<file path="src/rtl/eep_poll_pkg.sv">
package eep_poll_pkg;

   typedef enum logic [2:0] {
      PH_IDLE  = 3'd0,
      PH_SETUP = 3'd1,
      PH_PULSE = 3'd2,
      PH_HOLD  = 3'd3,
      PH_GAP   = 3'd4,
      PH_READ  = 3'd5
   } eep_phase_t;

   function automatic int unsigned ceil_div(input int unsigned num, input int unsigned den);
      return (num + den - 1) / den;
   endfunction

   function automatic int unsigned max2(input int unsigned a, input int unsigned b);
      return (a > b) ? a : b;
   endfunction

endpackage

</file>
<file path="src/rtl/eep_phase_timer.sv">
module eep_phase_timer #(
   parameter int CW = 4
) (
   input  logic          clk,
   input  logic          rst_n,
   input  logic          load,
   input  logic [CW-1:0] load_val,
   output logic          expired
);
   logic [CW-1:0] cnt_q;

   always_ff @(posedge clk) begin
      if (!rst_n) begin
         cnt_q <= '0;
      end else if (load) begin
         cnt_q <= load_val;
      end else if (cnt_q != '0) begin
         cnt_q <= cnt_q - 1'b1;
      end
   end

   assign expired = (cnt_q == '0);
endmodule

</file>
<file path="src/rtl/eep_din_sync.sv">
module eep_din_sync #(
   parameter int W      = 8,
   parameter int STAGES = 1
) (
   input  logic         clk,
   input  logic         rst_n,
   input  logic [W-1:0] din,
   output logic [W-1:0] dout
);
   generate
      if (STAGES == 0) begin : g_direct
         assign dout = din;
      end else begin : g_flops
         logic [W-1:0] pipe_q [STAGES];
         always_ff @(posedge clk) begin
            if (!rst_n) begin
               for (int i = 0; i < STAGES; i++) pipe_q[i] <= '0;
            end else begin
               pipe_q[0] <= din;
               for (int i = 1; i < STAGES; i++) pipe_q[i] <= pipe_q[i-1];
            end
         end
         assign dout = pipe_q[STAGES-1];
      end
   endgenerate
endmodule

</file>
<file path="src/rtl/eep_poll_tracker.sv">
module eep_poll_tracker #(
   parameter int ADDR_W     = 15,
   parameter int DATA_W     = 8,
   parameter int POLL_LIMIT = 10
) (
   input  logic              clk,
   input  logic              rst_n,
   input  logic              capture,
   input  logic [ADDR_W-1:0] cap_addr,
   input  logic [DATA_W-1:0] cap_data,
   input  logic              poll_adv,
   input  logic [DATA_W-1:0] rd_byte,
   output logic [ADDR_W-1:0] held_addr,
   output logic [DATA_W-1:0] held_data,
   output logic              flag_match,
   output logic              last_poll
);
   localparam int FLAG_BIT = DATA_W - 1;
   localparam int PW       = $clog2(POLL_LIMIT + 1);
   localparam logic [PW-1:0] LAST_IDX = PW'(POLL_LIMIT - 1);

   logic [PW-1:0] poll_idx_q;

   always_ff @(posedge clk) begin
      if (!rst_n) begin
         held_addr  <= '0;
         held_data  <= '0;
         poll_idx_q <= '0;
      end else if (capture) begin
         held_addr  <= cap_addr;
         held_data  <= cap_data;
         poll_idx_q <= '0;
      end else if (poll_adv) begin
         poll_idx_q <= poll_idx_q + 1'b1;
      end
   end

   assign flag_match = (rd_byte[FLAG_BIT] == held_data[FLAG_BIT]);
   assign last_poll  = (poll_idx_q == LAST_IDX);
endmodule

</file>
<file path="src/rtl/eep_poll_writer.sv">
module eep_poll_writer
   import eep_poll_pkg::*;
#(
   parameter int ADDR_W      = 15,
   parameter int DATA_W      = 8,
   parameter int SETUP_CYC   = 2,
   parameter int PULSE_CYC   = 8,
   parameter int HOLD_CYC    = 1,
   parameter int GAP_CYC     = 50,
   parameter int READ_CYC    = 10,
   parameter int TIMEOUT_CYC = 500000,
   parameter int IN_STAGES   = 1
) (
   input  logic              clk,
   input  logic              rst_n,
   input  logic              req_valid,
   output logic              req_ready,
   input  logic [ADDR_W-1:0] req_addr,
   input  logic [DATA_W-1:0] req_data,
   output logic              busy,
   output logic              done,
   output logic              err,
   output logic              mem_cs_n,
   output logic              mem_we_n,
   output logic              mem_oe_n,
   output logic [ADDR_W-1:0] mem_addr,
   output logic [DATA_W-1:0] mem_dout,
   output logic              mem_dout_en,
   input  logic [DATA_W-1:0] mem_din
);
   localparam int POLL_CYC   = GAP_CYC + READ_CYC;
   localparam int POLL_LIMIT = ceil_div(TIMEOUT_CYC, POLL_CYC);
   localparam int MAX_PH     = max2(max2(SETUP_CYC, PULSE_CYC),
                                    max2(max2(HOLD_CYC, GAP_CYC), READ_CYC));
   localparam int CW         = $clog2(MAX_PH + 1);
   localparam logic [CW-1:0] LD_SETUP = CW'(SETUP_CYC - 1);
   localparam logic [CW-1:0] LD_PULSE = CW'(PULSE_CYC - 1);
   localparam logic [CW-1:0] LD_HOLD  = CW'(HOLD_CYC - 1);
   localparam logic [CW-1:0] LD_GAP   = CW'(GAP_CYC - 1);
   localparam logic [CW-1:0] LD_READ  = CW'(READ_CYC - 1);

   generate
      if (DATA_W < 2) begin : g_bad_width
         $error("DATA_W must be at least 2");
      end
      if (SETUP_CYC < 1 || PULSE_CYC < 1 || HOLD_CYC < 1 || GAP_CYC < 1) begin : g_bad_phase
         $error("every write and gap phase needs at least one cycle");
      end
      if (READ_CYC <= IN_STAGES) begin : g_bad_read
         $error("READ_CYC must exceed IN_STAGES");
      end
      if (TIMEOUT_CYC < 1) begin : g_bad_timeout
         $error("TIMEOUT_CYC must be positive");
      end
   endgenerate

   eep_phase_t    phase_q;
   eep_phase_t    phase_d;
   logic          tmr_load;
   logic [CW-1:0] tmr_val;
   logic          tmr_exp;
   logic          accept;
   logic          poll_adv;
   logic          flag_match;
   logic          last_poll;
   logic          done_d;
   logic          err_d;
   logic [DATA_W-1:0] rd_sync;
   logic [ADDR_W-1:0] held_addr;
   logic [DATA_W-1:0] held_data;

   assign accept = req_valid && (phase_q == PH_IDLE);

   always_comb begin
      phase_d  = phase_q;
      tmr_load = 1'b0;
      tmr_val  = LD_SETUP;
      poll_adv = 1'b0;
      done_d   = 1'b0;
      err_d    = 1'b0;
      unique case (phase_q)
         PH_IDLE: begin
            if (accept) begin
               phase_d  = PH_SETUP;
               tmr_load = 1'b1;
               tmr_val  = LD_SETUP;
            end
         end
         PH_SETUP: begin
            if (tmr_exp) begin
               phase_d  = PH_PULSE;
               tmr_load = 1'b1;
               tmr_val  = LD_PULSE;
            end
         end
         PH_PULSE: begin
            if (tmr_exp) begin
               phase_d  = PH_HOLD;
               tmr_load = 1'b1;
               tmr_val  = LD_HOLD;
            end
         end
         PH_HOLD: begin
            if (tmr_exp) begin
               phase_d  = PH_GAP;
               tmr_load = 1'b1;
               tmr_val  = LD_GAP;
            end
         end
         PH_GAP: begin
            if (tmr_exp) begin
               phase_d  = PH_READ;
               tmr_load = 1'b1;
               tmr_val  = LD_READ;
            end
         end
         PH_READ: begin
            if (tmr_exp) begin
               if (flag_match) begin
                  phase_d = PH_IDLE;
                  done_d  = 1'b1;
               end else if (last_poll) begin
                  phase_d = PH_IDLE;
                  err_d   = 1'b1;
               end else begin
                  phase_d  = PH_GAP;
                  tmr_load = 1'b1;
                  tmr_val  = LD_GAP;
                  poll_adv = 1'b1;
               end
            end
         end
         default: phase_d = PH_IDLE;
      endcase
   end

   always_ff @(posedge clk) begin
      if (!rst_n) begin
         phase_q <= PH_IDLE;
         done    <= 1'b0;
         err     <= 1'b0;
      end else begin
         phase_q <= phase_d;
         done    <= done_d;
         err     <= err_d;
      end
   end

   eep_phase_timer #(.CW(CW)) u_timer (
      .clk      (clk),
      .rst_n    (rst_n),
      .load     (tmr_load),
      .load_val (tmr_val),
      .expired  (tmr_exp)
   );

   eep_din_sync #(.W(DATA_W), .STAGES(IN_STAGES)) u_sync (
      .clk   (clk),
      .rst_n (rst_n),
      .din   (mem_din),
      .dout  (rd_sync)
   );

   eep_poll_tracker #(
      .ADDR_W     (ADDR_W),
      .DATA_W     (DATA_W),
      .POLL_LIMIT (POLL_LIMIT)
   ) u_track (
      .clk        (clk),
      .rst_n      (rst_n),
      .capture    (accept),
      .cap_addr   (req_addr),
      .cap_data   (req_data),
      .poll_adv   (poll_adv),
      .rd_byte    (rd_sync),
      .held_addr  (held_addr),
      .held_data  (held_data),
      .flag_match (flag_match),
      .last_poll  (last_poll)
   );

   assign req_ready   = (phase_q == PH_IDLE);
   assign busy        = (phase_q != PH_IDLE);
   assign mem_cs_n    = !(phase_q inside {PH_SETUP, PH_PULSE, PH_HOLD, PH_READ});
   assign mem_we_n    = (phase_q != PH_PULSE);
   assign mem_oe_n    = (phase_q != PH_READ);
   assign mem_dout_en = (phase_q inside {PH_SETUP, PH_PULSE, PH_HOLD});
   assign mem_addr    = held_addr;
   assign mem_dout    = held_data;
endmodule

</file>
<file path="config.mk">
export PLATFORM = sky130hd
export DESIGN_NAME = eep_poll_writer
export DESIGN_NICKNAME = d
export VERILOG_FILES = /design/src/rtl/eep_poll_pkg.sv /design/src/rtl/eep_phase_timer.sv /design/src/rtl/eep_din_sync.sv /design/src/rtl/eep_poll_tracker.sv /design/src/rtl/eep_poll_writer.sv
export SDC_FILE = /design/constraint.sdc
export NUM_CORES = 1
export LEC_CHECK = 0
export BUFFER_PORTS_ARGS = -buffer_cell sky130_fd_sc_hd__clkbuf_2
export CORE_MARGIN = 3
export CORE_UTILIZATION = 53
export DETAILED_ROUTE_END_ITERATION = 10
export PLACE_DENSITY = 0.85
export SKIP_LAST_GASP = 1
export SYNTH_ARGS = -nofsm -noshare
export SYNTH_HDL_FRONTEND = slang
export SYNTH_HIERARCHICAL = 1
export SYNTH_SLANG_ARGS = --single-unit
</file>
<file path="constraint.sdc">
create_clock -name clk -period 3.05 [get_ports clk]
set_clock_uncertainty 0.05 [all_clocks]
set_input_delay 0.915 -clock clk [delete_from_list [all_inputs] [get_ports clk]]
set_output_delay 0.915 -clock clk [all_outputs]
set_load 0.005 [all_outputs]
</file>
==> After elaboration in Yosys (flattened, before gate mapping) <==
Memory sizes are Yosys's and may differ from the RTL's.
Index checks and enable logic that the tools add are counted.
W data, S select, Z words.
{ "totals": {"register_bits": 48, "mem_bits_rw": 8, "inputBits": 34, "elab_cells": 75, "n_memories": 1} }
{ "op_classes": {"addsub": 2, "eq_ne": 15, "muxes": 32, "bitwise_logic": 3, "reduce_logical": 15} }
{ "mem_list": {"columns": ["name", "depth", "word_bits", "read_ports", "rd_clocked_by_memory_dff", "wr", "line", "text"], "rows": [
  ["u_sync.g_flops.pipe_q", 1, 8, 1, 0, 1, "eep_din_sync.sv:14", "logic [W-1:0] pipe_q [STAGES];"]
]} }
{ "ops": {"columns": ["cell", "n"], "rows": [
  ["$mux W6", 6],
  ["$pmux W6 S5", 1],
  ["$mux W3", 9],
  ["$pmux W3 S6", 1],
  ["$add A14 B1 Y14 const B", 1],
  ["$eq A14 B14 Y1 const B", 1],
  ["$mux W1", 12],
  ["$ne A2 B2 Y1 const B", 5],
  ["$mux W8", 1],
  ["$reduce_or A4 Y1", 2],
  ["$reduce_or A8 Y1", 1],
  ["$eq A3 B2 Y1 const B", 2],
  ["$eq A3 B3 Y1 const B", 2],
  ["$logic_not A6 Y1", 1],
  ["$reduce_and A6 Y1", 1],
  ["$reduce_bool A3 Y1", 2],
  ["$reduce_bool A6 Y1", 1],
  ["$sub A6 B1 Y6 const B", 1],
  ["$mux W4", 1],
  ["$reduce_bool A4 Y1", 1],
  ["$eq A3 B1 Y1 const B", 1],
  ["$logic_not A3 Y1", 1],
  ["$ne A3 B2 Y1 const B", 1],
  ["$ne A3 B3 Y1 const B", 1],
  ["9 further kinds", 11]
]} }

==> Logic depth before layout (Yosys ltp) <==
{ "depth": {"word_depth": 6, "mapped_depth": 12, "ltp_nobuf": 11} }

==> Cells and area by module <==
Netlist, hierarchy kept.
{ "by_module_without_submodules": {"columns": ["mod", "n_inst", "cells_per_inst", "area_per_inst_um2"], "rows": [
  ["eep_poll_tracker", 1, 158, 1575.3],
  ["eep_poll_writer", 1, 62, 439.2],
  ["eep_phase_timer", 1, 43, 356.6],
  ["eep_din_sync", 1, 16, 210.2]
]} }

==> Least setup slack after synthesis <==
Ideal clock, no wire load.
{ "synth_path": {"path_type": "register to register", "startpoint": "register u_timer.cnt_q[4]", "endpoint": "register u_track.poll_idx_q[9]", "setup_ns": 0.071, "arrival_time_ns": 2.340, "setup_slack_ns": 0.590, "stages_incl_launch_ff": 12, "cell_sequence": "dfxtp_1 -> or3_1 -> buf_2 -> nor2_1 -> inv_1 -> nor2_2 -> nand4_1 -> inv_1 -> buf_2 -> nand4_1 -> or4_1 -> a21oi_1"} }
{ "synth_between": {"elab_chain_cells": 3} }
{ "synth_rtl": {"columns": ["item", "line", "text"], "rows": [
  ["from (decl)", "eep_phase_timer.sv:10", "logic [CW-1:0] cnt_q;"],
  ["from (signal assigned)", "eep_phase_timer.sv:16", "cnt_q <= load_val;"],
  ["from (signal assigned)", "eep_phase_timer.sv:18", "cnt_q <= cnt_q - 1'b1;"],
  ["$logic_not A6 Y1", "eep_phase_timer.sv:22", "assign expired = (cnt_q == '0);"],
  ["via tmr_exp", "eep_poll_writer.sv:61", "logic tmr_exp;"],
  ["$mux W1", "eep_poll_writer.sv:118", "if (tmr_exp) begin"],
  ["$mux W1", "eep_poll_writer.sv:81", "unique case (phase_q)"],
  ["via poll_adv", "eep_poll_writer.sv:63", "logic poll_adv;"],
  ["to (signal assigned)", "eep_poll_tracker.sv:34", "poll_idx_q <= poll_idx_q + 1'b1;"],
  ["to (decl)", "eep_poll_tracker.sv:22", "logic [PW-1:0] poll_idx_q;"]
]} }
The timed path passes the listed nets, and every way through them passes these cells.
A chain may end at the register's enable or synchronous reset.

==> Worst setup path after layout <==
{ "layout_path": {"startpoint": "register u_timer.cnt_q[4]", "endpoint": "register u_track.poll_idx_q[10]"} }
Same word-level chain as after synthesis.

==> flow_summary.json <==
{
  "max_slew_margin_pct": 64.37,
  "area_growth_syn_to_layout_pct": 16.60,
  "nNetsFinal": 361,
  "worstPathArrival_ns": 2.74,
  "antenna_found_initial": 0,
  "finalSetupViolCount": 0,
  "dpl.hpwl_mm": 3.793,
  "fmax_mhz": 389.0,
  "cts_hold_buf": 0,
  "clockBufferDepth": 2,
  "slowest_delay_ns": 0.52,
  "cts_resized": 0,
  "syn_nets": 306,
  "drc_errors": 0,
  "grt_max_degree": 28,
  "layout.cells.non_filler": 371,
  "dieArea_sq_um": 5366,
  "layout_common_cells": "clkbuf_2 (57), dfxtp_1 (49), mux2i_1 (27)",
  "syn_area_sq_um": 2397,
  "hold_viol": 0,
  "fill_cells": 342,
  "grtUsageTotal_pct": 19.45,
  "start_util_pct": 57.45,
  "setup_tns_ns": 0,
  "ff_latch_area_sq_um": 980.9,
  "first_pass_iters": 4,
  "final_util_pct": 66.99,
  "ctsRootBufferMaster": "clkbuf_8",
  "place_congestion": 0.8688,
  "syn_avg_cell_area_sq_um": 9.046,
  "crit_chain": "or3_1 > nor2_1 > inv_1 > nor2_2 > nand4_1 > inv_1 > nand4_1 > or4_1 > a21oi_1",
  "p_leak_nw": 1.149,
  "status": "completed",
  "routedWlPerCell_um": 13.63,
  "numCtsBuffers": 5,
  "die_width_um": 73.26,
  "critPathMaxFanout": 9,
  "slew_violations": 0,
  "mostFrequentLayoutCell": "clkbuf_2",
  "hp-class": "reg -> reg",
  "antenna_cells": 0,
  "core_sq_um": 4173,
  "cap_violations": 0,
  "clkLatencyLatePin_ns": 0.29,
  "worst-setup-path-type": "reg -> reg",
  "drive_gt1_share_pct": 23.05,
  "die-height_um": 73.26,
  "cp_top_family": "simple AND/OR/NAND/NOR gates",
  "syn_inst": 265,
  "place_inst": 363,
  "grt_pass1_vias": 1904,
  "postCtsSetupRepairBufs": 0,
  "row_count": 23,
  "first_iter_violations": 78,
  "clkSinkCount": 49,
  "grt_remaining_overflow": 0,
  "slowest_stage": "or3_1",
  "total_power_w": 0.001971,
  "yosys_warnings": 6,
  "start_kind": "flop",
  "period_needed_ns": 2.570,
  "worst_pin_slew_ns": 0.5338,
  "multi_input_area_sq_um": 1300,
  "ios": 65,
  "ir_drop_mv": 0.5560,
  "vias": 2011,
  "required_ns": 3.22,
  "endpoint_kind": "flop",
  "rsz0062_at_grt": "no",
  "postRouteAntennaNets": 0,
  "drt-total-wl_mm": 5.057,
  "port_buffers": 57,
  "power_density_nw_per_um2": 705.1,
  "clk_pin_slew_ns": 0.09,
  "fin_crit_sh_pct": 84.27,
  "grt_pass1_wl_mm": 8.390,
  "cts_tree": "yes",
  "whs_ns": 0.4390,
  "detail_route.vias_per_cell": 5.420,
  "crit_buf_inv": 2,
  "cts_max_level": 2
}
final timing paths:
| kind | end | from | slack (ns) | cells past startpoint |
|---|---|---|---|---|
| worst max-delay path | u_track/poll_idx_q[10] | u_timer/cnt_q[4] | 0.48 | 9 |
| worst min-delay path | u_track/poll_idx_q[13] | u_track/poll_idx_q[13] | 0.44 | 2 |
| worst max register to register | u_track/poll_idx_q[10] | u_timer/cnt_q[4] | 0.48 | 9 |
| worst min register to register | u_track/poll_idx_q[13] | u_track/poll_idx_q[13] | 0.44 | 2 |
per-layer routing:
layer	track usage, %	vias to the layer above	share of wire [%]
met1	24.49	929	43
met2	33.47	30	53
met5	0	-	0
met3	3.694	2	3.0
met4	5.943	0	0.65
li1	-	1050	-
state kept, by name (all words and copies together), names as in the netlist:
name	flops
done	1
err	1
phase_q	3
u_sync/g_flops.pipe_q	1
u_timer/cnt_q	6
u_track/held_addr	15
u_track/held_data	8
u_track/poll_idx_q	14
worst min-delay path, stage by stage, from the launching register on:
cell,delay (ns)
dfxtp_1,0.33
nand2_1,0.06
mux2i_1,0.06
cell type report:
cell class | count | share of cell area (%)
multi-input combinational | 191 | 46.51
sequential | 49 | 35.09
timing repair buffer | 62 | 11.55
clock buffer | 6 | 2.596
tap | 50 | 2.238
inverter | 11 | 1.477
clock inverter | 2 | 0.5372
per-stage QoR:
stage               instance area (sq um)  setup slack (ns)
floorplan                            2397            0.5899
global placement                     2708            0.5568
detailed placement                   2708            0.5113
CTS                                  2795            0.4940
global route                         2795            0.2104
finish                               2795            0.4796
report_power, final:
group | internal, W | switching (W)
combinational | 0.000354 | 0.000421
clock | 0.000162 | 0.000212
sequential | 0.000731 | 0.0000912
total | 0.00125 | 0.000724
(Power assumes the default switching activity.)
